**src/rtl/plant_iir2_pkg.sv**
```systemverilog
package plant_iir2_pkg;

  // Strobes from the sequencer into the arithmetic path
  typedef struct packed {
    logic advance;   // take a new sample and shift the history
    logic announce;  // result registered this cycle is fresh
  } plantCtl_t;

  localparam int TAP_COUNT = 5;

endpackage

```
**src/rtl/plant_iir2_ctrl.sv**
```systemverilog
module plant_iir2_ctrl
  import plant_iir2_pkg::*;
(
  input  logic      clk,
  input  logic      rst,
  input  logic      sampleStrobe,
  output plantCtl_t ctl,
  output logic      plantValid
);

  logic validReg;

  always_comb begin
    ctl.advance  = sampleStrobe & ~rst;
    ctl.announce = sampleStrobe & ~rst;
  end

  always_ff @(posedge clk) begin
    if (rst) validReg <= 1'b0;
    else     validReg <= ctl.announce;
  end

  assign plantValid = validReg;

  // a strobe is answered by valid one cycle later
  assert_valid_follows_R6: assert property (@(posedge clk) disable iff (rst)
    sampleStrobe |=> plantValid);

  // no valid pulse without a strobe in the previous cycle
  assert_valid_needs_strobe_R6: assert property (@(posedge clk) disable iff (rst)
    !sampleStrobe |=> !plantValid);

endmodule

```
**src/rtl/plant_iir2_dp.sv**
```systemverilog
module plant_iir2_dp
  import plant_iir2_pkg::*;
#(
  parameter int DATA_W = 16,
  parameter int FRAC_W = 15,
  parameter int ACC_W  = 40,
  parameter int COEF_Y1 = 31048,
  parameter int COEF_Y2 = -14828,
  parameter int COEF_X0 = 42,
  parameter int COEF_X1 = 80,
  parameter int COEF_X2 = 42
) (
  input  logic                     clk,
  input  logic                     rst,
  input  plantCtl_t                ctl,
  input  logic signed [DATA_W-1:0] ctrlIn,
  output logic signed [DATA_W-1:0] plantOut
);

  // Halved coefficients: doubling then dropping FRAC_W bits is one shift of FRAC_W-1
  localparam int SHIFT = FRAC_W - 1;
  localparam logic signed [ACC_W-1:0] SAT_HI = (ACC_W'(1) <<< (DATA_W - 1)) - ACC_W'(1);
  localparam logic signed [ACC_W-1:0] SAT_LO = -(ACC_W'(1) <<< (DATA_W - 1));
  localparam int COEFS [TAP_COUNT] = '{COEF_X0, COEF_X1, COEF_X2, COEF_Y1, COEF_Y2};

  logic signed [DATA_W-1:0] inHist1, inHist2, outHist1, outHist2;
  logic signed [DATA_W-1:0] tapVal [TAP_COUNT];
  logic signed [ACC_W-1:0]  tapProd [TAP_COUNT];
  logic signed [ACC_W-1:0]  accSum;
  logic signed [ACC_W-1:0]  scaled;
  logic signed [DATA_W-1:0] nextOut;

  always_comb begin
    tapVal[0] = ctrlIn;
    tapVal[1] = inHist1;
    tapVal[2] = inHist2;
    tapVal[3] = outHist1;
    tapVal[4] = outHist2;
  end

  for (genvar t = 0; t < TAP_COUNT; t++) begin : g_tap
    logic signed [ACC_W-1:0] coefWide;
    logic signed [ACC_W-1:0] dataWide;
    assign coefWide   = ACC_W'(COEFS[t]);
    assign dataWide   = ACC_W'(tapVal[t]);
    assign tapProd[t] = dataWide * coefWide;
  end

  always_comb begin
    accSum = '0;
    for (int t = 0; t < TAP_COUNT; t++) accSum = accSum + tapProd[t];
  end

  always_comb begin
    scaled = accSum >>> SHIFT;
    if (scaled > SAT_HI)      nextOut = SAT_HI[DATA_W-1:0];
    else if (scaled < SAT_LO) nextOut = SAT_LO[DATA_W-1:0];
    else                      nextOut = scaled[DATA_W-1:0];
  end

  always_ff @(posedge clk) begin
    if (rst) begin
      inHist1  <= '0;
      inHist2  <= '0;
      outHist1 <= '0;
      outHist2 <= '0;
    end else if (ctl.advance) begin
      inHist1  <= ctrlIn;
      inHist2  <= inHist1;
      outHist1 <= nextOut;
      outHist2 <= outHist1;
    end
  end

  assign plantOut = outHist1;

  // history moves one place per accepted sample
  assert_shift_input_R5: assert property (@(posedge clk) disable iff (rst)
    ctl.advance |=> (inHist1 == $past(ctrlIn)) && (inHist2 == $past(inHist1)));

  assert_shift_output_R5: assert property (@(posedge clk) disable iff (rst)
    ctl.advance |=> outHist2 == $past(outHist1));

  // nothing moves without a sample
  assert_hold_R7: assert property (@(posedge clk) disable iff (rst)
    !ctl.advance |=> $stable(plantOut) && $stable(inHist1) && $stable(outHist2));

  // a clipped result lands exactly on a rail
  assert_no_overflow_R4: assert property (@(posedge clk) disable iff (rst)
    (ctl.advance && (scaled > SAT_HI)) |=> plantOut == SAT_HI[DATA_W-1:0]);

endmodule

```
**src/rtl/plant_iir2.sv**
```systemverilog
module plant_iir2
  import plant_iir2_pkg::*;
#(
  parameter int DATA_W = 16,
  parameter int FRAC_W = 15,
  parameter int ACC_W  = 40
) (
  input  logic                     clk,
  input  logic                     rst,
  input  logic                     sampleStrobe,
  input  logic signed [DATA_W-1:0] ctrlIn,
  output logic signed [DATA_W-1:0] plantOut,
  output logic                     plantValid
);

  plantCtl_t ctl;

  plant_iir2_ctrl u_ctrl (
    .clk          (clk),
    .rst          (rst),
    .sampleStrobe (sampleStrobe),
    .ctl          (ctl),
    .plantValid   (plantValid)
  );

  plant_iir2_dp #(
    .DATA_W (DATA_W),
    .FRAC_W (FRAC_W),
    .ACC_W  (ACC_W)
  ) u_dp (
    .clk      (clk),
    .rst      (rst),
    .ctl      (ctl),
    .ctrlIn   (ctrlIn),
    .plantOut (plantOut)
  );

endmodule

```
**config.mk**
```make
export PLATFORM = sky130hd
export DESIGN_NAME = plant_iir2
export DESIGN_NICKNAME = d
export VERILOG_FILES = /design/src/rtl/plant_iir2_pkg.sv /design/src/rtl/plant_iir2_ctrl.sv /design/src/rtl/plant_iir2_dp.sv /design/src/rtl/plant_iir2.sv
export SDC_FILE = /design/constraint.sdc
export NUM_CORES = 1
export LEC_CHECK = 0
export ABC_AREA = 1
export CAP_MARGIN = 0
export CELL_PAD_IN_SITES_DETAIL_PLACEMENT = 0
export CELL_PAD_IN_SITES_GLOBAL_PLACEMENT = 1
export CORE_MARGIN = 4
export CORE_UTILIZATION = 40
export DETAILED_ROUTE_END_ITERATION = 7
export PLACE_DENSITY_LB_ADDON = 0.15
export SETUP_SLACK_MARGIN = 0.05
export SYNTH_ARGS = -nofsm -noshare
export SYNTH_HDL_FRONTEND = slang
export SYNTH_SLANG_ARGS = --single-unit
```
**constraint.sdc**
```tcl
create_clock -name clk -period 7.8 [get_ports clk]
set_input_delay 1.17 -clock clk [delete_from_list [all_inputs] [get_ports clk]]
set_output_delay 1.17 -clock clk [all_outputs]
set_load 0.05 [all_outputs]
```
==> flow_summary.ini <==
[floorplan]
start_util_pct = 40.8
num_rows = 76
die_area_mm2 = 0.0477
die-height_um = 218
core_region_area_mm2 = 0.0434
io_pins = 36
die_w_um = 218

[timing]
slew_violations = 0
clock.fmax_ghz = 0.125
relSlewSlack_pct = 36.5
tns_ns = -2.80
finalCriticalPeriod_ns = 8.00
setup_viol = 15
min_period_over_period_pct = 103
rsz0062_at_grt = true
layout_setup_ws_ns = -0.202
worst_pin_slew_ns = 0.951
skew_ns = 0.0106
hold_viol = 0

[detailed_routing]
wl_per_cell_um = 16.7
ant_nets = 0
vias = 15300
drc = 0
via_per_inst = 4.83
dr.pass1.iters = 5
first_iter_violations = 646
wirelength_um = 53200

[grt]
overflow = 0
grt_max_degree = 58
grt_pass1_wl_um = 85800
grtUsageTotal_pct = 23.2
grt_pass1_vias = 16300
antenna_found_initial = 0

[critical_path]
critPathMaxStageDelay_ns = 0.59
cp.arrival_ns = 8.27
worstSetupPathType = register to register
critPathTopFamily = adder cells
cp-endpoint = u_dp.plantOut[3]
critPathBufInv = 12
end_kind = register
cp.depth = 41
r2r_start = u_dp.plantOut[2]
reg2reg_to = u_dp.plantOut[3]
crit_fanout = 7
reg2reg_depth = 41
slowest_stage = fa_1
critPathLaunch = u_dp.plantOut[2]
r2r_setup_slack_ns = -0.20
crit_required_ns = 8.07
path_common_cell = buf_4
start_kind = register

[clock_tree]
cts_tree = yes
htreeDepth = 3
worstSkewPairLatency_ns = 0.39
root_buffer = clkbuf_16
cts.sinks = 65
cts_buffers = 9
cts.clk_slew.worst_paths_ns = 0.06
cts_max_path_buffers = 2

[yosys]
synth.avg_cell_area_um2 = 8.00
synth_top_cell_by_area = ha_1
syn_area_mm2 = 0.0177
synth_nets = 2825
synth_area_leaders = ha_1, fa_1, inv_1, dfxtp_1, nand2_1
yosys_most_used_dff = dfxtp_1
ys_async_sr_fraction_pct = 0
synth_cells = 2211
yosysUniqueCellTypes = 45
synth_top_area_share_pct = 26.2
synth_edf_count = 0
yosys_warnings = 0
ys_ff_latch = 65
seq_area_frac_synth_pct = 7.35

[final_layout]
nets = 3200
fillerInstances = 4095
area_growth_syn_to_layout_pct = 34.1
layout-drive-gt1-share_pct = 28.0

[min_path]
hp-class = register to register

[flow_run]
maxCapViolCount = 0

[status]
outcome = finished with violations
violations = setup timing

[placed_design]
dpl.hpwl_um = 44900
port_buffers = 35
place_congestion = 0.927
metrics by stage:
stage                     std cells  setup WS (ns)  area [um^2]  hold slack (ns)  utilization, %
after floorplan                2211         0.0626        17700            0.498               -
after global placement         3124         -0.717        21100            0.546            48.7
after detailed placement       3124         -0.634        21100            0.530            48.7
after CTS                      3164         -0.112        23100            0.561            53.4
after global routing           3176         -0.505        23700            0.603            54.7
final                          3177         -0.202        23700            0.567            54.7
state kept, by name (all words and copies together), names as in the netlist:
| name | count |
|---|---|
| u_dp.inHist1 | 16 |
| u_dp.inHist2 | 16 |
| u_dp.outHist2 | 16 |
| u_dp.plantOut | 16 |
| u_ctrl.plantValid | 1 |
synth_stat cells, types with 2 or more instances:
master,number
nor2_1,154
o211ai_1,5
a21oi_1,127
dfxtp_1,65
xnor2_1,47
xor2_1,73
nand2_1,300
a21oi_2,12
ha_1,371
a21o_1,10
nand2_2,19
a211oi_1,15
and3_1,2
clkbuf_1,19
inv_1,530
nand3_1,52
nor3_1,9
nor2_2,6
a31oi_1,13
o21a_1,4
o21ai_0,99
nand4_1,9
fa_1,224
o21bai_1,12
o21ai_1,4
inv_2,6
nor4_1,5
nand3b_1,2
routing by layer:
metal | global-route usage [%] | vias to the layer above | part of all wire (%)
met2 | 39.6 | 176 | 48
met5 | 0 | - | 0
li1 | - | 7699 | -
met3 | 2.99 | 63 | 3.2
met4 | 6.59 | 0 | 2.5
met1 | 30.8 | 7392 | 46
layout make-up:
cell class	instances	area, um^2	area share [%]
inverters	537	2030	8.55
clock inverters	7	118	0.496
well taps	585	732	3.09
clock buffers	9	225	0.950
flip-flops and latches	65	1360	5.74
diodes	1	2.50	0.0106
multi-input cells	1588	16200	68.2
repair buffers	385	3070	12.9
placed cells by master (no fill, tap or decap), types with 10 or more instances in the layout:
| cell | instances |
|---|---|
| ha_1 | 296 |
| xnor2_1 | 41 |
| fa_1 | 211 |
| nand2_1 | 246 |
| xor2_1 | 68 |
| dfxtp_1 | 42 |
| a211oi_1 | 14 |
| nor2_4 | 16 |
| o21ai_0 | 88 |
| dfxtp_4 | 13 |
| nand3_1 | 39 |
| nand3_2 | 13 |
| buf_4 | 341 |
| ha_4 | 72 |
| clkdlybuf4s50_1 | 34 |
| clkbuf_16 | 10 |
| a21oi_1 | 92 |
| inv_1 | 494 |
| a21oi_2 | 37 |
| nand2_4 | 19 |
| dfxtp_2 | 10 |
| nor2_1 | 128 |
| nor2_2 | 17 |
| fa_2 | 13 |
| inv_2 | 39 |
| a21oi_4 | 11 |
| nand2_2 | 54 |
cells by family (layout without fill, tap and decap cells):
group,count (synthesis),after routing,synth area share [%]
buf+inv,558,938,12.0
flops,65,65,7.35
other cells,0,1,0
fa+ha+maj,595,595,51.6
xor+xnor,120,120,5.94
compound gates,310,310,9.96
simple gates,563,563,13.2
timing repair:
action,in CTS,in global routing
hold endpoints to repair,0,0
endpoints found under the setup margin,16,16
pin swaps,130,71
hold buffers,0,0
gates resized for setup,267,107
gates cloned,1,1
buffers inserted,24,12
tightest hold or removal path: cells and delay by family, from the launching register on:
kind	cells	cell delay [ns]
simple gates	2	0.16
flops	1	0.36
worst min path at each step:
stage / cells after the start / slack (ns) / startpoint / to
6_report: 2 / 0.57 / u_dp.inHist1[1] / u_dp.inHist2[1]
5_1_grt: 2 / 0.60 / u_dp.inHist1[1] / u_dp.inHist2[1]
4_1_cts: 2 / 0.56 / u_dp.inHist1[1] / u_dp.inHist2[1]
2_1_floorplan: 2 / 0.50 / u_dp.inHist1[10] / u_dp.inHist2[10]
3_3_place_gp: 2 / 0.55 / u_dp.outHist2[4] / u_dp.outHist2[4]
3_5_place_dp: 2 / 0.53 / u_dp.outHist2[3] / u_dp.outHist2[3]
Power is not shown: default switching activity piles up to over one toggle a cycle in this logic, so the estimate is an artifact.
